[src/rtl/tail_light_pkg.sv]
package tail_light_pkg;

    // Lamps in one bank; bit 0 is the innermost lamp.
    localparam int SIDE_LAMPS = 3;
    localparam int STATE_W    = 3;

    typedef logic [SIDE_LAMPS-1:0] bank_t;

    localparam bank_t BANK_OFF = '0;
    localparam bank_t BANK_ON  = '1;

    typedef enum logic [STATE_W-1:0] {
        ST_OFF    = 3'd0,
        ST_LEFT1  = 3'd1,
        ST_LEFT2  = 3'd2,
        ST_LEFT3  = 3'd3,
        ST_RIGHT1 = 3'd4,
        ST_RIGHT2 = 3'd5,
        ST_RIGHT3 = 3'd6,
        ST_ALL    = 3'd7
    } lamp_state_e;

    // Pattern for a bank with n lamps lit from the inside outward.
    function automatic bank_t fill_bank(input int n);
        bank_t b;
        for (int i = 0; i < SIDE_LAMPS; i++) begin
            b[i] = (i < n);
        end
        return b;
    endfunction

endpackage

[src/rtl/tl_next_state.sv]
module tl_next_state
    import tail_light_pkg::*;
(
    input  lamp_state_e cur_state,
    input  logic        left_req,
    input  logic        right_req,
    input  logic        hazard_req,
    output lamp_state_e nxt_state
);

    logic all_req;
    assign all_req = hazard_req | (left_req & right_req);

    always_comb begin
        nxt_state = ST_OFF;
        unique case (cur_state)
            ST_OFF: begin
                if (all_req)        nxt_state = ST_ALL;
                else if (left_req)  nxt_state = ST_LEFT1;
                else if (right_req) nxt_state = ST_RIGHT1;
                else                nxt_state = ST_OFF;
            end
            ST_LEFT1:  nxt_state = hazard_req ? ST_ALL : ST_LEFT2;
            ST_LEFT2:  nxt_state = hazard_req ? ST_ALL : ST_LEFT3;
            ST_LEFT3:  nxt_state = hazard_req ? ST_ALL : ST_OFF;
            ST_RIGHT1: nxt_state = hazard_req ? ST_ALL : ST_RIGHT2;
            ST_RIGHT2: nxt_state = hazard_req ? ST_ALL : ST_RIGHT3;
            ST_RIGHT3: nxt_state = hazard_req ? ST_ALL : ST_OFF;
            ST_ALL:    nxt_state = ST_OFF;
            default:   nxt_state = ST_OFF;
        endcase
    end

endmodule

[src/rtl/tl_state_reg.sv]
module tl_state_reg
    import tail_light_pkg::*;
(
    input  logic        clk,
    input  logic        rst,
    input  lamp_state_e nxt_state,
    output lamp_state_e cur_state
);

    always_ff @(posedge clk) begin
        if (rst) cur_state <= ST_OFF;
        else     cur_state <= nxt_state;
    end

endmodule

[src/rtl/tl_lamp_decode.sv]
module tl_lamp_decode
    import tail_light_pkg::*;
(
    input  lamp_state_e cur_state,
    output bank_t       left_bank,
    output bank_t       right_bank
);

    always_comb begin
        left_bank  = BANK_OFF;
        right_bank = BANK_OFF;
        unique case (cur_state)
            ST_OFF:    ;
            ST_LEFT1:  left_bank  = fill_bank(1);
            ST_LEFT2:  left_bank  = fill_bank(2);
            ST_LEFT3:  left_bank  = fill_bank(3);
            ST_RIGHT1: right_bank = fill_bank(1);
            ST_RIGHT2: right_bank = fill_bank(2);
            ST_RIGHT3: right_bank = fill_bank(3);
            ST_ALL: begin
                left_bank  = BANK_ON;
                right_bank = BANK_ON;
            end
            default: ;
        endcase
    end

endmodule

[src/rtl/tail_light_seq.sv]
module tail_light_seq
    import tail_light_pkg::*;
(
    input  logic                  clk,
    input  logic                  rst,
    input  logic                  left_req,
    input  logic                  right_req,
    input  logic                  hazard_req,
    output logic [SIDE_LAMPS-1:0] left_lamp,
    output logic [SIDE_LAMPS-1:0] right_lamp
);

    lamp_state_e state_q;
    lamp_state_e state_d;

    tl_next_state u_next (
        .cur_state  (state_q),
        .left_req   (left_req),
        .right_req  (right_req),
        .hazard_req (hazard_req),
        .nxt_state  (state_d)
    );

    tl_state_reg u_reg (
        .clk       (clk),
        .rst       (rst),
        .nxt_state (state_d),
        .cur_state (state_q)
    );

    tl_lamp_decode u_dec (
        .cur_state  (state_q),
        .left_bank  (left_lamp),
        .right_bank (right_lamp)
    );

endmodule

[config.mk]
export PLATFORM = sky130hd
export DESIGN_NAME = tail_light_seq
export DESIGN_NICKNAME = d
export VERILOG_FILES = /design/src/rtl/tail_light_pkg.sv /design/src/rtl/tl_next_state.sv /design/src/rtl/tl_state_reg.sv /design/src/rtl/tl_lamp_decode.sv /design/src/rtl/tail_light_seq.sv
export SDC_FILE = /design/constraint.sdc
export NUM_CORES = 1
export LEC_CHECK = 0
export BUFFER_PORTS_ARGS = -buffer_cell sky130_fd_sc_hd__clkbuf_2
export CORE_AREA = 2 2 39 41
export CTS_CLUSTER_SIZE = 16
export DETAILED_ROUTE_END_ITERATION = 12
export DIE_AREA = 0 0 41 43
export PLACE_DENSITY = 0.43
export SYNTH_ARGS = -nofsm -noshare
export SYNTH_HDL_FRONTEND = slang
export SYNTH_SLANG_ARGS = --single-unit
[constraint.sdc]
create_clock -name clk -period 1.4 [get_ports clk]
set_input_delay 0.21 -clock clk [delete_from_list [all_inputs] [get_ports clk]]
set_output_delay 0.21 -clock clk [all_outputs]
set_load 0.01 [all_outputs]
==> run_results.csv, run 1 <==
group,metric,value,unit
clock_network,clk_path_buf_depth,2,
floorplan,die-area,1760,um^2
critical_path,r2r-start,"u_reg.cur_state[2]",
critical_path,regToRegSetupSlack,340,ps
floorplan,coreArea,1380,um^2
placement,gp_congestion,0.668,
synthesis,syn-num-nets,29,
layout,multiInputGateArea,111,um^2
layout,nets,43,
critical_path,cp_data_required_time,1190,ps
floorplan,row_count,14,
synthesis,syn_area,183,um^2
power_and_ir_drop,power_density,1250,nW/um^2
synthesis,synth_top_family_by_area,"compound AO/OA/AOI/OAI gates",
synthesis,ys_ff_latch,3,
worst_hold_path,min_path_cells,2,
run,drv_cap,0,
layout,final_cells,53,
floorplan,start_util,13.2,%
power_and_ir_drop,leakage,0.139,nW
critical_path,rr_worst_depth,3,
synthesis,syn_avg_cell_area,7.61,um^2
synthesis,synthSimpleGateAreaFrac,26.0,%
synthesis,async_flop_share,0,%
routing,vias,207,
synthesis,yosys_most_used_dff,"dfxtp_1",
layout,regArea,60.1,um^2
timing,slew_headroom,84.4,%
critical_path,crit_path_end_kind,"output port",
worst_hold_path,min_to,"u_reg.cur_state[2]",
synthesis,seq_area_frac_synth,32.9,%
routing,drtPass1Iterations,1,
routing,post-route-drc-count,0,
placement,dpl_cell_area,249,um^2
clock_network,postCtsSetupBuffers,0,
floorplan,io-pin-count,11,
placement,io_buffers,10,
synthesis,synth-compound-area-share,34.9,%
layout,top_regs,"u_reg.cur_state: 3 flops",
layout,drive_gt1_share,43.2,%
grt,grt_first_pass_wirelength,759,um
clock_network,cts_buffers,3,
critical_path,worst_ep_arrival_time,1090,ps
clock_network,cts.sinks,3,
routing,drt-total-wl,496,um
timing,finalSetupViolations,0,
timing,fin_crit,1300,ps
synthesis,synth_top_area_share,32.9,%
layout,fin_area,275,um^2
critical_path,path_class,"register to output port",
synthesis,yosysWarnings,0,
synthesis,syn_inst,24,
layout,areaGrowthSynthToFinish,50.7,%
grt,grt_pass1_vias,201,
routing,via_per_inst,3.91,
synthesis,synth-edff-count,0,
timing,report.final.slew_viol_count,0,
status,run_status,"finished clean",
clock_network,clkTransAtPathRegs,40,ps
routing,drt_iter0_markers,0,
clock_network,clk_latency,230,ps
floorplan,die_w,41,um
synthesis,synth_xor_xnor_area_share,0,%
power_and_ir_drop,fin_total_pwr,0.345,mW
layout,antenna_cells,0,
grt,antenna_found_initial,0,
synthesis,yosysUniqueCellTypes,16,
critical_path,crit_path_max_fanout,6,
grt,grt_remaining_overflow,0,
timing,tns,0,ps
placement,place_inst,49,
power_and_ir_drop,ir_drop,0.273,mV
clock_network,cts-root-buf,"clkbuf_4",
synthesis,synth_common_cells,"a21oi_1, dfxtp_1, nor2_1",
timing,period_share,92.8,%
clock_network,cts_resized,0,
clock_network,hold_buffers,0,
layout,largest_reg_flops,3,
timing,fin_skew,1.45,ps
synthesis,yosys.area.top_type,"dfxtp_1",
synthesis,synth_fa_ha_area_share,0,%
synthesis,synth_mux_area_share,0,%
critical_path,rr_endpoint,"u_reg.cur_state[0]",
grt,grt_use_total,7.02,%
placement,dp_hpwl,371,um
critical_path,start_kind,"register",
routing,wl_per_cell,9.36,um
timing,worstMarginPinSlew,234,ps
clock_network,cts_tree,"done",
timing,clock.fmax,0.769,GHz
routing,ant_nets,0,
grt,grt_max_degree,8,
timing,finalHoldViolCount,0,
clock_network,htree_levels,1,
synthesis,synth_area_leaders,"dfxtp_1, a21oi_1, a21o_1",
worst_hold_path,hold_start,"rst",
floorplan,die_h,43,um
layout,regMostFlops,"u_reg.cur_state",
layout,fillers,162,
timing,rsz0062_at_grt,"no",
worst_hold_path,hold_path_class,"primary input to register",
## critical path, stage by stage (launching register included)
cell and delay, ps:
dfxtp_1 420, inv_2 80, a21boi_2 140, a21o_1 100
clkbuf_2 120
## cell families (layout without fill, tap and decap cells)
kind of cell,count (synthesis),after routing
buf+inv,3,16
compound gates,9,9
simple gates,9,9
flops,3,3
## placed cells by master, fill, tap and decap left out
cell,netlist,final
o31a_1,1,1
dfxtp_1,3,3
a21oi_1,3,3
nand2b_1,2,2
inv_1,1,1
a21boi_2,1,1
nand2_1,1,1
or3_1,1,1
and2_1,1,1
a31oi_1,1,1
a21o_1,2,2
clkbuf_1,1,1
and2_2,1,1
clkbuf_4,0,3
a211oi_1,1,1
inv_2,1,1
nor2_1,3,3
clkbuf_2,0,10
## stage by stage
| step | hold slack, ps | setup slack [ps] | util [%] |
|---|---|---|---|
| 2_1_floorplan | 279 | 411 | - |
| 3_3_place_gp | 419 | 322 | 18.0 |
| 3_5_place_dp | 416 | 337 | 18.0 |
| 4_1_cts | 169 | 86.2 | 19.9 |
| 5_1_grt | 183 | 20.9 | 19.9 |
| 6_report | 173 | 100 | 19.9 |
## report_power, final
part	switching [mW]	internal (mW)	total, mW
registers	0.0152	0.0953	0.110
logic	0.0409	0.0400	0.0809
clock network	0.0465	0.107	0.153
## per-layer routing
layer  wire length [um]  part of all wire (%)  vias up  global-route usage [%]
met5                  0                     0        -                       0
met4                  6                   1.2        0                    8.00
met3                 29                   5.8        2                    3.14
met2                234                    47        5                    9.06
met1                226                    46       91                    7.37
li1                   -                     -      109                       -
## cell type report
type                            instances  area share [%]
Timing Repair Buffer                   10            18.2
Tap cell                               16            7.27
Sequential cell                         3            21.8
Multi-Input combinational cell         18            40.5
Clock buffer                            4            9.55
Inverter                                2            2.73
## how the worst max path moves through the flow
stage	start	end
finish	u_reg.cur_state[0]	left_lamp[0]
global route	u_reg.cur_state[2]	left_lamp[0]
CTS	u_reg.cur_state[0]	left_lamp[0]
detailed placement	u_reg.cur_state[0]	left_lamp[0]
global placement	u_reg.cur_state[2]	left_lamp[0]
floorplan	u_reg.cur_state[1]	u_reg.cur_state[0]
(Power assumes the default switching activity.)
==> inputs of run 2 (changes only) <==
Settings changed: BUFFER_PORTS_ARGS -buffer_cell sky130_fd_sc_hd__clkbuf_2 to -buffer_cell sky130_fd_sc_hd__buf_2.
==> run_results.csv, run 2 (synthesis results as in run 1) <==
group,metric,value,unit
placement,gp_congestion,0.622,
clock_network,htree_levels,1,
routing,drt-total-wl,480,um
layout,final_common_cell,"buf_2",
floorplan,start_util,13.2,%
timing,report.final.slew_viol_count,0,
routing,vias,201,
run,drv_cap,0,
clock_network,clkTransAtPathRegs,40,ps
timing,finalWorstSetupSlack,118,ps
placement,io_buffers,10,
routing,drtPass1Iterations,4,
layout,layout_common_cells,"buf_2, nor2_1, a21oi_1, clkbuf_4",
floorplan,io-pin-count,11,
critical_path,worst_ep_arrival_time,1070,ps
floorplan,coreArea,1380,um^2
layout,areaGrowthSynthToFinish,51.4,%
critical_path,cp_data_required_time,1190,ps
floorplan,die-area,1760,um^2
floorplan,die_h,43,um
grt,grt_pass1_vias,184,
routing,ant_nets,0,
timing,hold-worst-slack,168,ps
status,run_status,"finished clean",
layout,drive_gt1_share,45.9,%
timing,tns,0,ps
grt,grt_remaining_overflow,0,
floorplan,die_w,41,um
timing,fin_crit,1280,ps
critical_path,path_class,"register to output port",
clock_network,clk_path_buf_depth,2,
clock_network,cts_buffers,3,
timing,period_share,91.6,%
timing,finalSetupViolations,0,
layout,final_cells,53,
clock_network,postCtsSetupBuffers,0,
power_and_ir_drop,ir_drop,0.264,mV
layout,fillers,164,
power_and_ir_drop,fin_total_pwr,0.342,mW
timing,worstMarginPinSlew,221,ps
timing,rsz0062_at_grt,"no",
grt,antenna_found_initial,0,
grt,grt_max_degree,8,
power_and_ir_drop,leakage,0.140,nW
placement,dp_hpwl,366,um
timing,fin_skew,4.94,ps
layout,regMostFlops,"u_reg.cur_state",
grt,grt_first_pass_wirelength,869,um
clock_network,cts-root-buf,"clkbuf_4",
power_and_ir_drop,power_density,1240,nW/um^2
timing,finalHoldViolCount,0,
routing,wl_per_cell,9.06,um
layout,antenna_cells,0,
layout,top_regs,"u_reg.cur_state: 3 flops",
timing,clock.fmax,0.780,GHz
placement,place_ws,349,ps
critical_path,crit_path_max_fanout,7,
critical_path,start_kind,"register",
layout,largest_reg_flops,3,
routing,drt_iter0_markers,4,
routing,post-route-drc-count,0,
clock_network,cts.sinks,3,
placement,place_inst,49,
clock_network,cts_resized,0,
clock_network,cts_tree,"done",
grt,grt_use_total,7.62,%
timing,slew_headroom,85.3,%
routing,via_per_inst,3.79,
clock_network,clk_latency,230,ps
worst_hold_path,hold_path_class,"primary input to register",
clock_network,hold_buffers,0,
critical_path,crit_path_end_kind,"output port",
layout,nets,43,
floorplan,row_count,14,
## run 2: area by class of cell
| cell class | instances | area, um^2 | area share, % |
|---|---|---|---|
| multi-input cells | 18 | 111 | 40.3 |
| well taps | 16 | 20.0 | 7.24 |
| repair buffers | 10 | 50.0 | 18.1 |
| flip-flops and latches | 3 | 61.3 | 22.2 |
| inverters | 2 | 7.51 | 2.71 |
| clock buffers | 4 | 26.3 | 9.50 |
## run 2: final timing paths
| path | startpoint | end | slack, ps | depth (start not counted) |
|---|---|---|---|---|
| setup / recovery | u_reg.cur_state[2] | left_lamp[0] | 120 | 3 |
| hold / removal | rst | u_reg.cur_state[0] | 170 | 2 |
| setup reg to reg | u_reg.cur_state[1] | u_reg.cur_state[0] | 350 | 3 |
| hold reg to reg | u_reg.cur_state[0] | u_reg.cur_state[1] | 550 | 1 |
## run 2: power breakdown
group	total (mW)	leakage, nW	internal [mW]	switching (mW)
sequential	0.111	0.0254	0.0961	0.0151
combinational	0.0801	0.0996	0.0403	0.0398
clock	0.151	0.0150	0.107	0.0442
total	0.342	0.140	0.243	0.0991
## run 2: critical path, stage by stage, from the launching register on
cell,delay [ps]
dfxtp_1,430
inv_1,110
a21o_1,180
buf_2,130
## run 2: stage by stage
stage                     utilization, %  cell area [um^2]
final                               20.0               277
after global routing                20.0               277
after CTS                           19.9               275
after detailed placement            18.0               249
after global placement              18.0               249
after floorplan                        -               183
## run 2: metal layers
layer	GRT usage (%)	vias to the layer above	wire (um)
li1	-	108	-
met2	8.44	7	236
met1	10.9	86	214
met4	6.00	0	0
met5	0	-	0
met3	3.14	0	29
